$ cat src/rtl/clamp_pkg.sv
package clamp_pkg;
  typedef enum logic [1:0] {
    PH_IDLE  = 2'd0,
    PH_PLACE = 2'd1,
    PH_CLAMP = 2'd2
  } phase_e;
endpackage

$ cat src/rtl/clamp_sync_edge.sv
module clamp_sync_edge (
  input  logic clk_i,
  input  logic rst_ni,
  input  logic sync_i,
  input  logic pol_i,
  output logic trail_o
);
  logic act, act_q, trail_q;

  assign act = pol_i ? sync_i : ~sync_i;

  always_ff @(posedge clk_i or negedge rst_ni) begin
    if (!rst_ni) begin
      act_q   <= 1'b0;
      trail_q <= 1'b0;
    end else begin
      act_q   <= act;
      trail_q <= act_q & ~act;
    end
  end

  assign trail_o = trail_q;


  no_double_trail_chk: assert property (@(posedge clk_i) disable iff (!rst_ni)
    trail_q |=> !trail_q);

  trail_idle_chk: assert property (@(posedge clk_i) disable iff (!rst_ni)
    trail_q |-> !act_q);
endmodule

$ cat src/rtl/clamp_timer.sv
module clamp_timer #(
  parameter int CW = 8
) (
  input  logic          clk_i,
  input  logic          rst_ni,
  input  logic          trail_i,
  input  logic [CW-1:0] place_i,
  input  logic [CW-1:0] dur_i,
  output logic          clamp_o
);
  import clamp_pkg::*;

  phase_e        phase_q;
  logic [CW-1:0] pcnt_q, dcnt_q;

  always_ff @(posedge clk_i or negedge rst_ni) begin
    if (!rst_ni) begin
      phase_q <= PH_IDLE;
      pcnt_q  <= '0;
      dcnt_q  <= '0;
    end else if (trail_i) begin
      // new line: restart even mid-window
      phase_q <= PH_PLACE;
      pcnt_q  <= place_i;
      dcnt_q  <= dur_i;
    end else begin
      unique case (phase_q)
        PH_PLACE: begin
          if (pcnt_q == '0) phase_q <= (dcnt_q == '0) ? PH_IDLE : PH_CLAMP;
          else              pcnt_q  <= pcnt_q - CW'(1);
        end
        PH_CLAMP: begin
          if (dcnt_q == CW'(1)) phase_q <= PH_IDLE;
          else                  dcnt_q  <= dcnt_q - CW'(1);
        end
        default: phase_q <= PH_IDLE;
      endcase
    end
  end

  assign clamp_o = (phase_q == PH_CLAMP);


  clamp_from_place_chk: assert property (@(posedge clk_i) disable iff (!rst_ni)
    $rose(clamp_o) |-> $past(phase_q == PH_PLACE));

  clamp_cnt_nz_chk: assert property (@(posedge clk_i) disable iff (!rst_ni)
    (phase_q == PH_CLAMP) |-> (dcnt_q != '0));

  restart_chk: assert property (@(posedge clk_i) disable iff (!rst_ni)
    trail_i |=> (phase_q == PH_PLACE));
endmodule

$ cat src/rtl/clamp_ext_sync.sv
module clamp_ext_sync #(
  parameter int STAGES = 2
) (
  input  logic clk_i,
  input  logic rst_ni,
  input  logic ext_i,
  input  logic pol_i,
  output logic clamp_o
);
  logic [STAGES-1:0] q;

  for (genvar s = 0; s < STAGES; s++) begin : g_stage
    always_ff @(posedge clk_i or negedge rst_ni) begin
      if (!rst_ni) q[s] <= 1'b0;
      else         q[s] <= (s == 0) ? ext_i : q[(s == 0) ? 0 : s-1];
    end
  end

  assign clamp_o = pol_i ? q[STAGES-1] : ~q[STAGES-1];
endmodule

$ cat src/rtl/clamp_pulse_gen.sv
module clamp_pulse_gen #(
  parameter int CW          = 8,
  parameter int NCH         = 3,
  parameter int SYNC_STAGES = 2
) (
  input  logic           clk_i,
  input  logic           rst_ni,
  input  logic           hsync_i,
  input  logic           hsync_pol_i,
  input  logic           ext_clamp_i,
  input  logic           ext_pol_i,
  input  logic           clamp_src_i,
  input  logic [CW-1:0]  place_i,
  input  logic [CW-1:0]  dur_i,
  input  logic [NCH-1:0] lvl_mid_i,
  output logic           clamp_o,
  output logic [NCH-1:0] mid_clamp_o,
  output logic [NCH-1:0] gnd_clamp_o
);
  logic trail, int_clamp, ext_clamp;

  clamp_sync_edge u_edge (
    .clk_i  (clk_i),
    .rst_ni (rst_ni),
    .sync_i (hsync_i),
    .pol_i  (hsync_pol_i),
    .trail_o(trail)
  );

  clamp_timer #(.CW(CW)) u_timer (
    .clk_i  (clk_i),
    .rst_ni (rst_ni),
    .trail_i(trail),
    .place_i(place_i),
    .dur_i  (dur_i),
    .clamp_o(int_clamp)
  );

  clamp_ext_sync #(.STAGES(SYNC_STAGES)) u_ext (
    .clk_i  (clk_i),
    .rst_ni (rst_ni),
    .ext_i  (ext_clamp_i),
    .pol_i  (ext_pol_i),
    .clamp_o(ext_clamp)
  );

  assign clamp_o = clamp_src_i ? ext_clamp : int_clamp;

  for (genvar c = 0; c < NCH; c++) begin : g_ch
    assign mid_clamp_o[c] = clamp_o &  lvl_mid_i[c];
    assign gnd_clamp_o[c] = clamp_o & ~lvl_mid_i[c];
  end
endmodule

$ cat config.mk
export PLATFORM = sky130hd
export DESIGN_NAME = clamp_pulse_gen
export DESIGN_NICKNAME = d
export VERILOG_FILES = /design/src/rtl/clamp_pkg.sv /design/src/rtl/clamp_sync_edge.sv /design/src/rtl/clamp_timer.sv /design/src/rtl/clamp_ext_sync.sv /design/src/rtl/clamp_pulse_gen.sv
export SDC_FILE = /design/constraint.sdc
export NUM_CORES = 1
export LEC_CHECK = 0
export BUFFER_PORTS_ARGS = -buffer_cell sky130_fd_sc_hd__buf_2
export CELL_PAD_IN_SITES_DETAIL_PLACEMENT = 1
export CELL_PAD_IN_SITES_GLOBAL_PLACEMENT = 1
export CORE_AREA = 2 2 67 69
export DETAILED_ROUTE_END_ITERATION = 16
export DIE_AREA = 0 0 69 71
export PLACE_DENSITY_LB_ADDON = 0.12
export RECOVER_POWER = 25
export SLEW_MARGIN = 25
export SYNTH_ARGS = -nofsm -noshare
export SYNTH_HDL_FRONTEND = slang
export SYNTH_SLANG_ARGS = --single-unit
$ cat constraint.sdc
create_clock -name clk_i -period 1.8 [get_ports clk_i]
set_input_delay 0 -clock clk_i [delete_from_list [all_inputs] [get_ports clk_i]]
set_output_delay 0 -clock clk_i [all_outputs]
set_load 0.05 [all_outputs]
======== Yosys cells after proc, flatten, opt, wreduce, memory -nomap -nowiden ========
Cells that the tools add are included.
W data, S select, Z words.
word-level totals
  register bits after elaboration ......... 22
  latch bits .............................. 0
  bits in writable memories ............... 0
  bits in read-only memories .............. 0
  output and inout port bits .............. 7
  word-level logic and storage cells ...... 50
  memories ................................ 0
cells by class
  $add $sub $neg .......................... 2
  multipliers ............................. 0
  div/mod/pow operators ................... 0
  $lt $le $gt $ge ......................... 0
  eq/ne operators ......................... 7
  shift operators ......................... 0
  muxes and demuxes ....................... 14
  bitwise gates (word level) .............. 13
  reduce and logical (&&, ||, !) cells .... 7
operator list
  cell                   count
  $mux W8                6
  $logic_not A8 Y1       2
  $sub A8 B1 Y8 const B  2
  $eq A8 B1 Y1 const B   1
  $mux W2                4
  $and A1 B1 Y1          7
  $not A1 Y1             6
  $reduce_and A2 Y1      3
  $ne A2 B2 Y1 const B   2
  $pmux W2 S2            1
  $reduce_bool A2 Y1     2
  $mux W1                3
  $ne A3 B1 Y1 const B   1
  $ne A3 B2 Y1 const B   1
  $eq A2 B1 Y1 const B   1
  $eq A2 B2 Y1 const B   1

======== Longest topological paths before layout ========
  depth in word-level cells ............... 5
  gate-level depth with buffers ........... 6
  depth with buffers taken out ............ 6

======== By module ========
From an unflattened synthesis, not the netlist that was laid out.
second synthesis, totals
  cell total of the unflattened synthesis .. 139
  area, all modules ....................... 1,305.0 µm²
by module, submodules not included
  module           instances  cells an instance  area an instance (µm²)  seq. area each (µm²)
  clamp_timer      1          124                1,133.6                 450.4
  clamp_sync_edge  1          4                  65.1                    50.0
  clamp_ext_sync   1          3                  58.8                    50.0
  clamp_pulse_gen  1          8                  47.5                    0.0

======== Worst setup path after synthesis ========
OpenSTA, ideal clock, no wires.
  path type ............................... reg-to-reg
  start ................................... register u_timer.pcnt_q[0]
  end ..................................... register u_timer.pcnt_q[1]
  setup time .............................. 125 ps
  arrival ................................. 1,664 ps
  required time ........................... 1,675 ps
  path slack .............................. 11 ps
  stages on the path, launching flop included .. 7
  buffers on the path ..................... 0
  cells stage by stage .................... dfrtp_1 -> inv_1 -> ha_1 -> nor3b_1 -> a21boi_0 -> mux2i_1 -> mux2_2
between the ends
  longest elaborated chain between the ends .. 4
RTL lines
  item                    RTL line           source
  from (decl)             clamp_timer.sv:14  logic [CW-1:0] pcnt_q, dcnt_q;
  from (signal assigned)  clamp_timer.sv:24  pcnt_q <= place_i;
  from (signal assigned)  clamp_timer.sv:30  else pcnt_q <= pcnt_q - CW'(1);
  $sub A8 B1 Y8           clamp_timer.sv:30
  $mux W8                 clamp_timer.sv:29  if (pcnt_q == '0) phase_q <= (dcnt_q == '0) ? PH_IDLE : PH_CLAMP;
  $mux W8                 clamp_timer.sv:27  unique case (phase_q)
  $mux W8                 clamp_timer.sv:21  end else if (trail_i) begin
Parallel ways exist; a longest one is shown, timed or not. The select of a mux whose other input is x is not followed.
A chain may end at the register's enable or synchronous reset.

======== Worst setup path after layout ========
  start ................................... register u_timer.phase_q[1]
  end ..................................... register u_timer.pcnt_q[7]
between the ends
  longest elaborated chain between the ends .. 3
RTL lines
  item                          RTL line           source
  from (decl)                   clamp_timer.sv:13  phase_e phase_q;
  from (signal assigned)        clamp_timer.sv:29
  $eq A2 B1 Y1                  clamp_timer.sv:27
  $reduce_bool A2 Y1 (no line)  n/a
  $reduce_and A2 Y1 (no line)   n/a
Every way passes these cells.

==> impl_metrics.csv <==
group,metric,value,unit
layout,final_core_util,0.446,
setup_path,worstPathRequired,1.96,ns
synth,ys.flop_type,"dfrtp_1",
clock_tree,cts_sinks,22,
global_routing,grt_start_max_net_pins,23,
timing,skew,0.00590,ns
clock_tree,ctsRootBufferMaster,"clkbuf_8",
synth,synth_top_family_by_area,"simple AND/OR/NAND/NOR gates",
timing,report.final.slew_viol_count,0,
hold_path,min_from,"hsync_pol_i",
power,cellLeakagePower,0.840,nW
die,initial_utilization,0.301,
power,seqPwrFrac,0.402,
synth,ys_ff_latch,22,
routing,wl_per_cell,13.1,um
global_routing,grt_pass1_vias,1320,
synth,yosysWarningCount,0,
routing,drc,0,
power,peakVddDrop,0.412,mV
routing,totalWireLength,3310,um
synth,syn_inst,131,
placed_design,dp_hpwl,2360,um
timing,rsz0062_at_grt,"true",
global_routing,antenna_found_initial,0,
hold_path,worstHoldEndpoint,"u_edge.trail_o",
global_routing,grt_pass1_wl,5800,um
timing,tightest_slew,1.26,ns
setup_path,regToRegEndpoint,"u_timer.pcnt_q[7]",
die,fp.dieH,71,um
layout,antenna_cells,0,
synth,synth_xor_area_frac,0.0693,
synth,synth_area_per_cell,9.65,um2
routing,via_count,1225,
layout,layout.nets,232,
status,status,"finished clean",
placed_design,gp_congestion,0.790,
placed_design,port_buffers,32,
synth,synth-compound-area-share,0.137,
power,power.density,1070,mW/mm2
global_routing,grtUsageTotal,0.144,
setup_path,cp-start-kind,"flop",
routing,drt_pass1_iterations,4,
synth,yosys.area_share.adder,0.0396,
clock_tree,ctsLongestPathBuffers,2,
die,top_level_ports,33,
synth,synth_top_area_frac,0.436,
clock_tree,cts_inserted_buffers,3,
setup_path,crit_fanout,5,
die,dieArea,0.00490,mm2
synth,synth-simple-area-share,0.253,
synth,synth.net_count,161,
die,design.core.area,0.00420,mm2
routing,antenna_left,0,
clock_tree,clkLatencyLatePin,0.27,ns
power,p_sw_frac,0.365,
setup_path,r2r_setup_slack,0.04,ns
synth,synth_cell_type_count,34,
timing,period_share,0.980,
clock_tree,h-tree-depth,1,
layout,layout-drive-gt1-share,0.320,
setup_path,end_kind,"flop",
synth,synthTopCellsByArea,"dfrtp_1 44%, xnor2_1 6.9%, ha_1 4.0%",
die,die_x,69,um
power,power_frac_clock,0.157,
routing,drtIter0Drc,37,
timing,hold_viol,0,
synth,post-synth-top-count-cell,"dfrtp_1",
die,num_rows,24,
synth,synth_largest_area_cell,"dfrtp_1",
hold_path,hold_path_class,"input pin to flop",
routing,via_per_inst,4.86,
clock_tree,path_clk_slew,0.08,ns
setup_path,reg2reg_from,"u_timer.phase_q[1]",
timing,setup_tns,0,ns
synth,synth_edf_count,0,
synth,synth_mux_area_frac,0.0327,
setup_path,startpoint,"u_timer.phase_q[1]",
synth,yosysSeqAreaShare,0.436,
timing,maxSlewHeadroom,0.158,
synth,synth_common_cells,"22 x dfrtp_1, 12 x nand2_1, 10 x nor2_1, 10 x o21ai_0, 10 x xnor2_1",
global_routing,grt_overflow_total,0,
timing,max_freq,567,MHz
power,power.total,1.99,mW
timing,setup_viol,0,
timing,min_period,1.76,ns
job,maxCapViolCount,0,
setup_path,critical_path_arrival,1.92,ns
power,switching_power,728,uW
clock_tree,cts_tree,"done",
hold_path,min_path_cells,3,
power,intPower,1.27,mW
setup_path,reg2reg_depth,3,
setup_path,criticalPathCategory,"flop to flop",
layout,area_delta_synth_final,48.2,%
synth,synth_area,0.00126,mm2
power,comb_power_share,0.440,
synth,postSynth.asyncResetShare,1.00,
==> logic make-up (layout without fill, tap and decap cells) <==
kind of cell    count (synthesis)  after routing
xor+xnor                       10             10
buf+inv                        11             80
fa+ha+maj                       4              4
flops                          22             22
simple gates                   54             54
compound gates                 26             26
mux                             4              4
==> per-stage QoR <==
| stage | cell area (um2) | setup WS [ns] | hold WS, ns | instances |
|---|---|---|---|---|
| detailed placement | 1590 | 0.00103 | 0.0173 | 227 |
| CTS | 1840 | 0.00242 | 0.00994 | 251 |
| global placement | 1590 | 0.0463 | 0.0125 | 227 |
| finish | 1870 | 0.0363 | 0.0371 | 252 |
| global route | 1870 | -0.00363 | 0.0509 | 252 |
| floorplan | 1260 | 0.0113 | -0.296 | 131 |
==> layout make-up <==
type | count | area, um2
Inverter | 7 | 26.3
Sequential cell | 22 | 551
Multi-Input combinational cell | 98 | 696
Clock buffer | 3 | 41.3
Fill cell | 512 | 2330
Tap cell | 52 | 65.1
Timing Repair Buffer | 70 | 494
==> routing by layer <==
| layer | part of all wire | global-route usage | vias to the layer above |
|---|---|---|---|
| met1 | 0.42 | 0.162 | 608 |
| met4 | 0.012 | 0.0458 | 0 |
| li1 | - | - | 600 |
| met5 | 0 | 0 | - |
| met2 | 0.55 | 0.280 | 13 |
| met3 | 0.021 | 0.0214 | 4 |
==> worst max-delay path by stage <==
stage                                    to  slack, ns  cells after the start
after floorplan           u_timer.pcnt_q[1]       0.01                      6
after global placement    u_timer.pcnt_q[7]       0.05                      3
after detailed placement  u_timer.pcnt_q[7]      0.001                      3
after CTS                 u_timer.pcnt_q[7]      0.002                      3
after global routing      u_timer.pcnt_q[7]     -0.004                      3
final                     u_timer.pcnt_q[7]       0.04                      3
==> state kept, by name, summed over array words and instances, names as in the netlist <==
signal	flops
u_timer.dcnt_q	8
u_timer.pcnt_q	8
u_ext.q	2
u_timer.phase_q	2
u_edge.act_q	1
u_edge.trail_o	1
==> power groups by stage <==
stage	clock [mW]	combinational (mW)	sequential [mW]
floorplan	0	0.522	0.766
global placement	0	0.788	0.787
detailed placement	0	0.811	0.793
CTS	0.337	0.854	0.787
global route	0.350	0.998	0.830
finish	0.314	0.879	0.803
==> critical path, cell delays in order, from the launching register on <==
cell     delay, ns
dfrtp_1       0.43
or4b_4        0.52
or3b_4        0.42
a221o_1       0.30
==> cell usage in the layout (no fill, tap or decap), types with 2 or more instances in the layout <==
cell	count
a211oi_1	4
a21oi_1	3
a221o_1	3
and2_1	3
buf_2	31
buf_4	18
clkbuf_8	3
dfrtp_1	22
dlygate4sd3_1	20
ha_1	4
inv_1	7
mux2i_1	3
nand2_1	12
nand3_1	3
nand3b_1	2
nor2_1	10
nor2b_1	5
nor3_1	3
nor3b_1	2
nor4_2	3
o21ai_0	10
or2_2	2
xnor2_1	10
==> repair_timing <==
action | in CTS | in global routing
hold buffers | 20 | 0
cloned | 0 | 0
hold endpoints to repair | 40 | 0
setup endpoints to repair | 1 | 7
pin swaps | 0 | 0
gates resized for setup | 0 | 6
setup buffers | 1 | 1
Note: power is estimated with default switching activity, not from simulation.
